### src/rtl/pxcap_pkg.sv
package pxcap_pkg;
  localparam int unsigned HALF_W = 16;
  localparam int unsigned PIX_W  = 2 * HALF_W;

  typedef logic [HALF_W-1:0] half_t;
  typedef logic [PIX_W-1:0]  pix_t;

  typedef struct packed {
    half_t data;
    logic  de;
    logic  hs;
    logic  vs;
  } sample_t;

  typedef struct packed {
    logic ddr;
    logic inv;
    logic fall1;
  } cfg_t;

  // first half goes to the upper bits
  function automatic pix_t pack_pixel(input half_t hi, input half_t lo);
    return {hi, lo};
  endfunction

  // edge that captures the first half (DDR) or every half (SDR)
  function automatic logic sel_edge(input logic fall1, input logic rise, input logic fall);
    return fall1 ? fall : rise;
  endfunction
endpackage

### src/rtl/pxcap_edge.sv
module pxcap_edge
  import pxcap_pkg::*;
(
  input  logic    clk,
  input  logic    rst,
  input  logic    pclk_raw,
  input  logic    inv,
  input  half_t   din,
  input  logic    de,
  input  logic    hs,
  input  logic    vs,
  output logic    rise_evt,
  output logic    fall_evt,
  output sample_t smp
);
  logic pq, pqq;
  logic eff_now, eff_old;

  always_ff @(posedge clk) begin
    if (rst) begin
      pq  <= 1'b0;
      pqq <= 1'b0;
      smp <= '0;
    end else begin
      pq  <= pclk_raw;
      pqq <= pq;
      smp <= '{data: din, de: de, hs: hs, vs: vs};
    end
  end

  // inversion applied to both taps: toggling it creates no edge
  always_comb begin
    eff_now  = pq ^ inv;
    eff_old  = pqq ^ inv;
    rise_evt = eff_now & ~eff_old;
    fall_evt = ~eff_now & eff_old;
  end
endmodule

### src/rtl/pxcap_phase.sv
module pxcap_phase
  import pxcap_pkg::*;
(
  input  logic clk,
  input  logic rst,
  input  cfg_t cfg,
  input  logic rise_evt,
  input  logic fall_evt,
  input  logic de_s,
  output logic first_evt,
  output logic second_evt,
  output logic have_first,
  output logic cfg_chg
);
  cfg_t cfg_q;
  logic sel, opp, hf_n;

  always_comb begin
    cfg_chg    = (cfg != cfg_q);
    sel        = sel_edge(cfg.fall1, rise_evt, fall_evt);
    opp        = sel_edge(~cfg.fall1, rise_evt, fall_evt);
    first_evt  = 1'b0;
    second_evt = 1'b0;
    hf_n       = have_first;
    if (cfg_chg) begin
      hf_n = 1'b0;
    end else if (cfg.ddr) begin
      if (sel) begin
        first_evt = 1'b1;
        hf_n      = de_s;
      end else if (opp) begin
        second_evt = have_first & de_s;
        hf_n       = 1'b0;
      end
    end else if (sel) begin
      first_evt  = ~have_first;
      second_evt = have_first & de_s;
      hf_n       = ~have_first & de_s;
    end
  end

  always_ff @(posedge clk) begin
    if (rst) begin
      cfg_q      <= cfg;
      have_first <= 1'b0;
    end else begin
      cfg_q      <= cfg;
      have_first <= hf_n;
    end
  end
endmodule

### src/rtl/pxcap_asm.sv
module pxcap_asm
  import pxcap_pkg::*;
(
  input  logic    clk,
  input  logic    rst,
  input  sample_t smp,
  input  logic    first_evt,
  input  logic    second_evt,
  output pix_t    pix_out,
  output logic    pix_valid,
  output logic    hs_out,
  output logic    vs_out
);
  half_t hold;

  always_ff @(posedge clk) begin
    if (rst) begin
      hold      <= '0;
      pix_out   <= '0;
      pix_valid <= 1'b0;
      hs_out    <= 1'b0;
      vs_out    <= 1'b0;
    end else begin
      pix_valid <= second_evt;
      if (first_evt) begin
        hold   <= smp.data;
        hs_out <= smp.hs;
        vs_out <= smp.vs;
      end
      if (second_evt) pix_out <= pack_pixel(hold, smp.data);
    end
  end
endmodule

### src/rtl/pxcap_top.sv
module pxcap_top
  import pxcap_pkg::*;
(
  input  logic              clk,
  input  logic              rst,
  input  logic              cfg_ddr,
  input  logic              cfg_invert,
  input  logic              cfg_first_fall,
  input  logic              pclk_in,
  input  logic [HALF_W-1:0] pix_din,
  input  logic              de_in,
  input  logic              hs_in,
  input  logic              vs_in,
  output logic [PIX_W-1:0]  pix_out,
  output logic              pix_valid,
  output logic              hs_out,
  output logic              vs_out
);
  cfg_t    cfg;
  sample_t smp;
  logic    rise_evt, fall_evt;
  logic    first_evt, second_evt, have_first, cfg_chg;

  assign cfg = '{ddr: cfg_ddr, inv: cfg_invert, fall1: cfg_first_fall};

  pxcap_edge u_edge (
    .clk(clk), .rst(rst), .pclk_raw(pclk_in), .inv(cfg_invert),
    .din(pix_din), .de(de_in), .hs(hs_in), .vs(vs_in),
    .rise_evt(rise_evt), .fall_evt(fall_evt), .smp(smp)
  );

  pxcap_phase u_phase (
    .clk(clk), .rst(rst), .cfg(cfg), .rise_evt(rise_evt), .fall_evt(fall_evt),
    .de_s(smp.de), .first_evt(first_evt), .second_evt(second_evt),
    .have_first(have_first), .cfg_chg(cfg_chg)
  );

  pxcap_asm u_asm (
    .clk(clk), .rst(rst), .smp(smp), .first_evt(first_evt), .second_evt(second_evt),
    .pix_out(pix_out), .pix_valid(pix_valid), .hs_out(hs_out), .vs_out(vs_out)
  );
endmodule

### config.mk
export PLATFORM = sky130hd
export DESIGN_NAME = pxcap_top
export DESIGN_NICKNAME = d
export VERILOG_FILES = /design/src/rtl/pxcap_pkg.sv /design/src/rtl/pxcap_edge.sv /design/src/rtl/pxcap_phase.sv /design/src/rtl/pxcap_asm.sv /design/src/rtl/pxcap_top.sv
export SDC_FILE = /design/constraint.sdc
export NUM_CORES = 1
export LEC_CHECK = 0
export ABC_AREA = 1
export BUFFER_PORTS_ARGS = -buffer_cell sky130_fd_sc_hd__buf_4
export CORE_AREA = 4 4 79 81
export DETAILED_ROUTE_END_ITERATION = 7
export DIE_AREA = 0 0 83 85
export GPL_TIMING_DRIVEN = 0
export PLACE_DENSITY = 0.77
export REMOVE_ABC_BUFFERS = 1
export SLEW_MARGIN = 0
export SYNTH_ARGS = -nofsm -noshare
export SYNTH_HDL_FRONTEND = slang
export SYNTH_HIERARCHICAL = 1
export SYNTH_SLANG_ARGS = --single-unit
### constraint.sdc
create_clock -name clk -period 1.7 [get_ports clk]
set_input_delay 0.255 -clock clk [delete_from_list [all_inputs] [get_ports clk]]
set_output_delay 0.255 -clock clk [all_outputs]
set_load 0.05 [all_outputs]
==> results of run 1 <==
power by group:
part           leakage (nW)  total (mW)  switching [mW]  internal [mW]
clock network        0.0986        1.27           0.592          0.681
registers             0.620        1.84          0.0163           1.82
logic                  1.10       0.250           0.143          0.107
total                  1.81        3.36           0.751           2.61
metal layers:
layer | track usage [%] | vias up | share of wire, %
met5 | 0 | - | 0
met4 | 7.88 | 0 | 2.3
met3 | 4.56 | 15 | 5.9
met2 | 31.8 | 85 | 51
met1 | 18.8 | 1151 | 41
li1 | - | 1336 | -
registers in the layout, summed over array words and instances, names as in the netlist:
register	flops
u_asm/vs_out	1
u_asm/hold	16
u_asm/pix_valid	1
u_phase/have_first	1
u_edge/pq	1
u_asm/pix_out	32
u_edge/smp	19
u_asm/hs_out	1
u_phase/cfg_q	3
u_edge/pqq	1
cell usage in the layout, fill, tap and decap left out, drive strengths merged:
master	count
buf	69
xnor2	1
nor2	129
nand3b	1
clkbuf	18
clkinv	1
o21ai	2
nand3	3
o211ai	1
inv	66
nand2	126
dfxtp	76
kinds of logic after synthesis:
group,after synthesis
xor gates and xnor gates,1
buffers and inverters,84
and+or+nand+nor,257
AOI/OAI and AO/OA,3
DFF,76
timing repair:
item,CTS,global route
buffers inserted,4,4
pin swaps,3,17
gates cloned,2,5
resized for setup,9,13
setup endpoints to repair,51,49
per-stage QoR:
step	TNS [ns]	util (%)	total power, mW	area (um^2)	setup WS, ns
2_1_floorplan	-62.18	-	2.01	2790	-1.56
3_3_place_gp	-114.00	60.7	2.09	3320	-2.74
3_5_place_dp	-15.69	61.8	2.10	3380	-0.415
4_1_cts	-1.53	67.2	3.37	3680	-0.0662
5_1_grt	-7.83	69.8	3.49	3820	-0.222
6_report	-1.70	69.8	3.36	3820	-0.0909
cells in the mapped netlist (2+ instances only):
cell     number
nand2_1     123
inv_1        62
nand3_1       2
buf_6         5
nand2_2       3
dfxtp_1      76
buf_2         8
buf_4         5
inv_2         4
nor2_1      126
area by class of cell:
class	instances	area, um^2	area share, %
Sequential cell	76	1520	39.9
Multi-Input combinational cell	263	1080	28.4
Timing Repair Buffer	73	687	18.0
Inverter	66	248	6.49
Clock buffer	14	183	4.78
Tap cell	72	90.1	2.36
Clock inverter	1	5.00	0.131
path summary, 6_finish.rpt:
path	end	slack [ns]	depth (start not counted)
worst max-delay path	u_asm/pix_out[23]	-0.09	15
worst min-delay path	u_phase/cfg_q[0]	0.06	1
worst max register to register	u_asm/pix_out[23]	-0.09	15
worst min register to register	u_asm/pix_out[5]	0.47	2
==> impl_metrics.yaml, run 1 <==
synth:
  synth_xor_area_share_pct: 0.556
  synthDistinctLibCells: 17
  synth_ff_type: "dfxtp_1"
  ys_seq_area_share_pct: 52.0
  synth_mux_area_share_pct: 0
  synthSimpleGateAreaFrac_pct: 33.8
  syn_avg_cell_area_um2: 6.95
  synth_area_leader_cell: "dfxtp_1"
  netlist_area_mm2: 0.00292
  synth_top_family_by_area: "simple AND/OR/NAND/NOR gates"
  ys_seq_elements: 76
  ys_async_sr_fraction_pct: 0
  ys_warn_count: 6
  synth_edf_count: 0
  synth.area.top_cells: "dfxtp_1 52%, nor2_1 16%, nand2_1 16%, inv_1 8.0%, buf_6 1.9%"
  synth_compound_gate_area_share_pct: 0.599
  synth_top_area_share_pct: 52.0
  synthAdderAreaFrac_pct: 0
  synth_cells: 421
setup_path:
  path_cells: "inv_2 > nand2_1 > nand2_1 > nor2_2 > nand2_1 > nand2_2 > inv_2 > nand2_2 > nand3b_1 > nor2_4 > buf_12 > clkbuf_16 > nand2_2 > nand2_1 > nor2_1"
  worstPathArrival_ns: 2.01
  max_stage_delay_ns: 0.35
  crit_path_frequent_cell: "nand2_1"
  cp.required_ns: 1.92
  end_kind: "flop"
  r2r_start: "u_edge/pq"
  crit_path_start: "u_edge/pq"
  cpLargestDelayFamily: "simple AND/OR/NAND/NOR gates"
  crit_type: "reg2reg"
  path_buf_inv: 4
  start_kind: "flop"
  worstPathMaxFanout: 7
  crit_slowest_cell: "dfxtp_2"
run_status:
  failed_checks: "negative setup slack"
  status: "finished, violations left"
power:
  power_density_mw_per_mm2: 880
  ir_drop_mv: 0.580
  p_leak_nw: 1.81
cts:
  cts_buffer_depth: 2
  ctsHtreeMaxLevel: 3
  cts_tree: "done"
  holdBufCountCts: 0
  clock_latency_ns: 0.32
  cts.sinks: 76
  numCtsBuffers: 9
  clkTransAtPathRegs_ns: 0.07
  cts_root_buffer: "clkbuf_8"
final_layout:
  fin_cells: 565
  diodes: 0
  area_growth_pct: 30.6
  nFillCells: 450
  drive_above_1_share_pct: 23.5
  fin_nets: 514
sta:
  finalHoldViolations: 0
  max_slew_margin_pct: 45.4
  fin_skew_ns: 0.00681
  finalCritPeriodShare_pct: 105
  whs_ns: 0.0601
  slew_viol_final: 0
  clock.fmax_mhz: 558
  worst_pin_slew_ns: 0.817
  setup_viol: 34
  layout_min_cycle_time_ns: 1.79
  rsz0062_at_grt: "yes"
  worst_slack_ns: -0.0909
drt:
  route.detailed.drc: 0
  drt_wl_total_um: 6520
  vias: 2587
  drt_iter0_drc: 88
  wire_per_inst_um: 11.5
  antenna_left: 0
  vias_per_cell: 4.58
  first_pass_iters: 4
placement:
  finalWeightedCongestion: 0.753
  dp_cells: 536
  io_buffers: 59
  hpwl_um: 3600
global_routing:
  grt_usage_pct: 17.4
  grt_pass1_vias: 2353
  grt_antenna_before_repair: 0
  gr-total-overflow: 0
  grt_pass1_wl_um: 10100
  grt_max_degree: 51
floorplanning:
  die-height_um: 85
  die_x_um: 83
  die-area_mm2: 0.00706
  initial_core_util_pct: 53.4
  rows: 27
  core_area_mm2: 0.00547
  ios: 60
hold_path:
  min_from: "cfg_first_fall"
  hp-class: "in2reg"
flow_run:
  maxCapViolCount: 0
Power figures use the tool's default switching activity.
==> inputs of run 2 (changes only) <==
- ABC_AREA: 1 -> unset
- CORE_AREA: 4 4 79 81 -> 4 4 77 79
- DIE_AREA: 0 0 83 85 -> 0 0 81 83
- PLACE_DENSITY: 0.77 -> 0.76
==> run 2 against run 1 <==
  * Combinational power is 15% lower
  * Largest power group unchanged
  * Setup slack worse by 0.40 ns
  * Highest routed layer unchanged
  * Synthesized area is 7.5% lower
  * Sequential power hardly changed
  * Critical path type unchanged
  * Count of clock-buffer cells in the layout is 4 lower
  * Critical endpoint is now u_asm/pix_out[29]
  * The run still ends with negative setup slack left
  * Die area is 4.7% lower
  * Maximum frequency is 18% lower
==> impl_metrics.yaml, run 2 <==
floorplanning:
  initial_core_util_pct: 50.7
  die-height_um: 83
  core_area_mm2: 0.00534
  die-area_mm2: 0.00672
  die_x_um: 81
  ios: 60
  rows: 27
sta:
  fin_skew_ns: 0.00818
  whs_ns: 0.0906
  worst_slack_ns: -0.487
  slew_viol_final: 0
  finalCritPeriodShare_pct: 129
  clock.fmax_mhz: 457
  setup_viol: 51
  max_slew_margin_pct: 45.9
  finalHoldViolations: 0
  layout_min_cycle_time_ns: 2.19
  rsz0062_at_grt: "yes"
  worst_pin_slew_ns: 0.812
cts:
  cts.sinks: 76
  cts_buffer_depth: 2
  clkTransAtPathRegs_ns: 0.07
  cts_root_buffer: "clkbuf_8"
  ctsHtreeMaxLevel: 3
  cts_tree: "done"
  numCtsBuffers: 9
  clock_latency_ns: 0.33
final_layout:
  regMostFlops: "u_asm/pix_out"
  final_common_cell: "dfxtp_1"
  drive_above_1_share_pct: 40.2
  area_growth_pct: 36.0
  finalInstanceArea_mm2: 0.00368
  top_regs: "u_asm/pix_out: 32 flops, u_edge/smp: 19 flops, u_asm/hold: 16 flops"
  fin_nets: 337
  largest_register_ffs: 32
  most-common-layout-cells: "74 x dfxtp_1, 65 x buf_4, 52 x nor2_1, 50 x mux2i_1, 20 x nor2b_2"
  diodes: 0
  final_util_pct: 68.9
drt:
  wl_met3_um: 357
  highest_layer: "met4"
  first_pass_iters: 4
  wire_per_inst_um: 12.9
  wl_met1_um: 2180
  vias_per_cell: 4.74
  drt_iter0_drc: 65
  antenna_left: 0
  dr_wl_met2_um: 2380
  route.detailed.drc: 0
  drt_wl_total_um: 4990
  vias: 1840
placement:
  io_buffers: 59
  hpwl_um: 3100
  finalWeightedCongestion: 0.759
  placed_area_mm2: 0.00319
  pre_cts_ws_ns: -1.02
synth:
  synth_area_leader_cell: "dfxtp_1"
  ys_warn_count: 6
  synth_ff_type: "dfxtp_1"
  ys_async_sr_fraction_pct: 0
  synthDistinctLibCells: 24
  synth_edf_count: 0
  synth.most_common_cell: "dfxtp_1"
  ys_seq_elements: 76
  synth_cells: 236
  netlist_area_mm2: 0.00270
  netlist_top_cells_count: "76 x dfxtp_1, 53 x nor2_1, 52 x mux2i_1, 20 x nor2b_2, 4 x buf_6"
  syn_avg_cell_area_um2: 11.5
  synth.area.top_cells: "dfxtp_1 56%, mux2i_1 19%, nor2_1 7.4%, nor2b_2 6.5%, buf_6 1.7%"
  synth_top_area_share_pct: 56.3
  ys_seq_area_share_pct: 56.3
setup_path:
  start_kind: "flop"
  path_cells: "nand2b_4 > mux2i_4 > nor2_4 > o21ba_4 > a2111oi_4 > buf_6 > clkbuf_16 > mux2i_1 > nor2_1"
  crit_slowest_cell: "a2111oi_4"
  cp.required_ns: 1.89
  cpLargestDelayFamily: "compound AO/OA/AOI/OAI gates"
  end_kind: "flop"
  worstPathArrival_ns: 2.38
  max_stage_delay_ns: 0.40
  path_buf_inv: 2
  crit_type: "reg2reg"
  worstPathMaxFanout: 5
global_routing:
  grt_antenna_before_repair: 0
  grt_pass1_wl_um: 8290
  grt_usage_pct: 15.8
  gr-total-overflow: 0
  grt_pass1_vias: 1827
  grt_max_degree: 74
flow_run:
  maxCapViolCount: 0
hold_path:
  hp-class: "in2reg"
power:
  p_leak_nw: 1.45
  power_density_mw_per_mm2: 993
  ir_drop_mv: 0.660
run_status:
  failed_checks: "negative setup slack"
  status: "finished, violations left"
## run 2: kinds of logic after synthesis
| group | after synthesis | synth area share [%] |
|---|---|---|
| flip-flops | 76 | 56.3 |
| XOR/XNOR | 3 | 0.972 |
| buffers and inverters | 14 | 5.04 |
| multiplexers | 52 | 19.3 |
| AND/OR/NAND/NOR | 85 | 16.7 |
| AO/OA/AOI/OAI | 6 | 1.76 |
## run 2: power by group
| part | total (mW) | switching (mW) | leakage [nW] | internal (mW) |
|---|---|---|---|---|
| sequential | 1.83 | 0.0173 | 0.620 | 1.82 |
| combinational | 0.213 | 0.0975 | 0.713 | 0.116 |
| clock | 1.61 | 0.603 | 0.122 | 1.00 |
| total | 3.65 | 0.718 | 1.45 | 2.93 |
## run 2: cell type report
type / instances / area, um^2
clock buffers: 10 / 138
clock inverters: 5 / 100
fillers: 433 / 1660
multi-input cells: 146 / 1140
flip-flops and latches: 76 / 1520
well taps: 72 / 90.1
repair buffers: 79 / 683
## run 2: layer usage
layer	vias to the layer above	global-route usage (%)
met4	0	7.99
met3	8	5.53
met1	859	19.8
met2	46	23.8
li1	927	-
met5	-	0
## run 2: final timing paths
path                                     from                end  slack, ns  depth (start not counted)
worst max register to register     u_edge/pqq  u_asm/pix_out[29]      -0.49                          9
worst min register to register  u_edge/smp[1]       u_asm/hs_out       0.46                          2
worst max-delay path               u_edge/pqq  u_asm/pix_out[29]      -0.49                          9
worst min-delay path                  cfg_ddr   u_phase/cfg_q[2]       0.09                          1
## run 2: per-stage QoR
step	total power, mW	TNS, ns	std cells
2_1_floorplan	1.95	-132.89	222
3_3_place_gp	2.03	-194.87	353
3_5_place_dp	2.04	-39.09	360
4_1_cts	3.67	-15.47	385
5_1_grt	3.80	-21.13	388
6_report	3.65	-16.23	388
## run 2: repair_timing
item | CTS | global route
gates resized for setup | 25 | 7
hold buffers | 0 | 0
buffers inserted | 10 | 2
setup endpoints to repair | 51 | 51
cloned | 0 | 1
pin swaps | 2 | 3
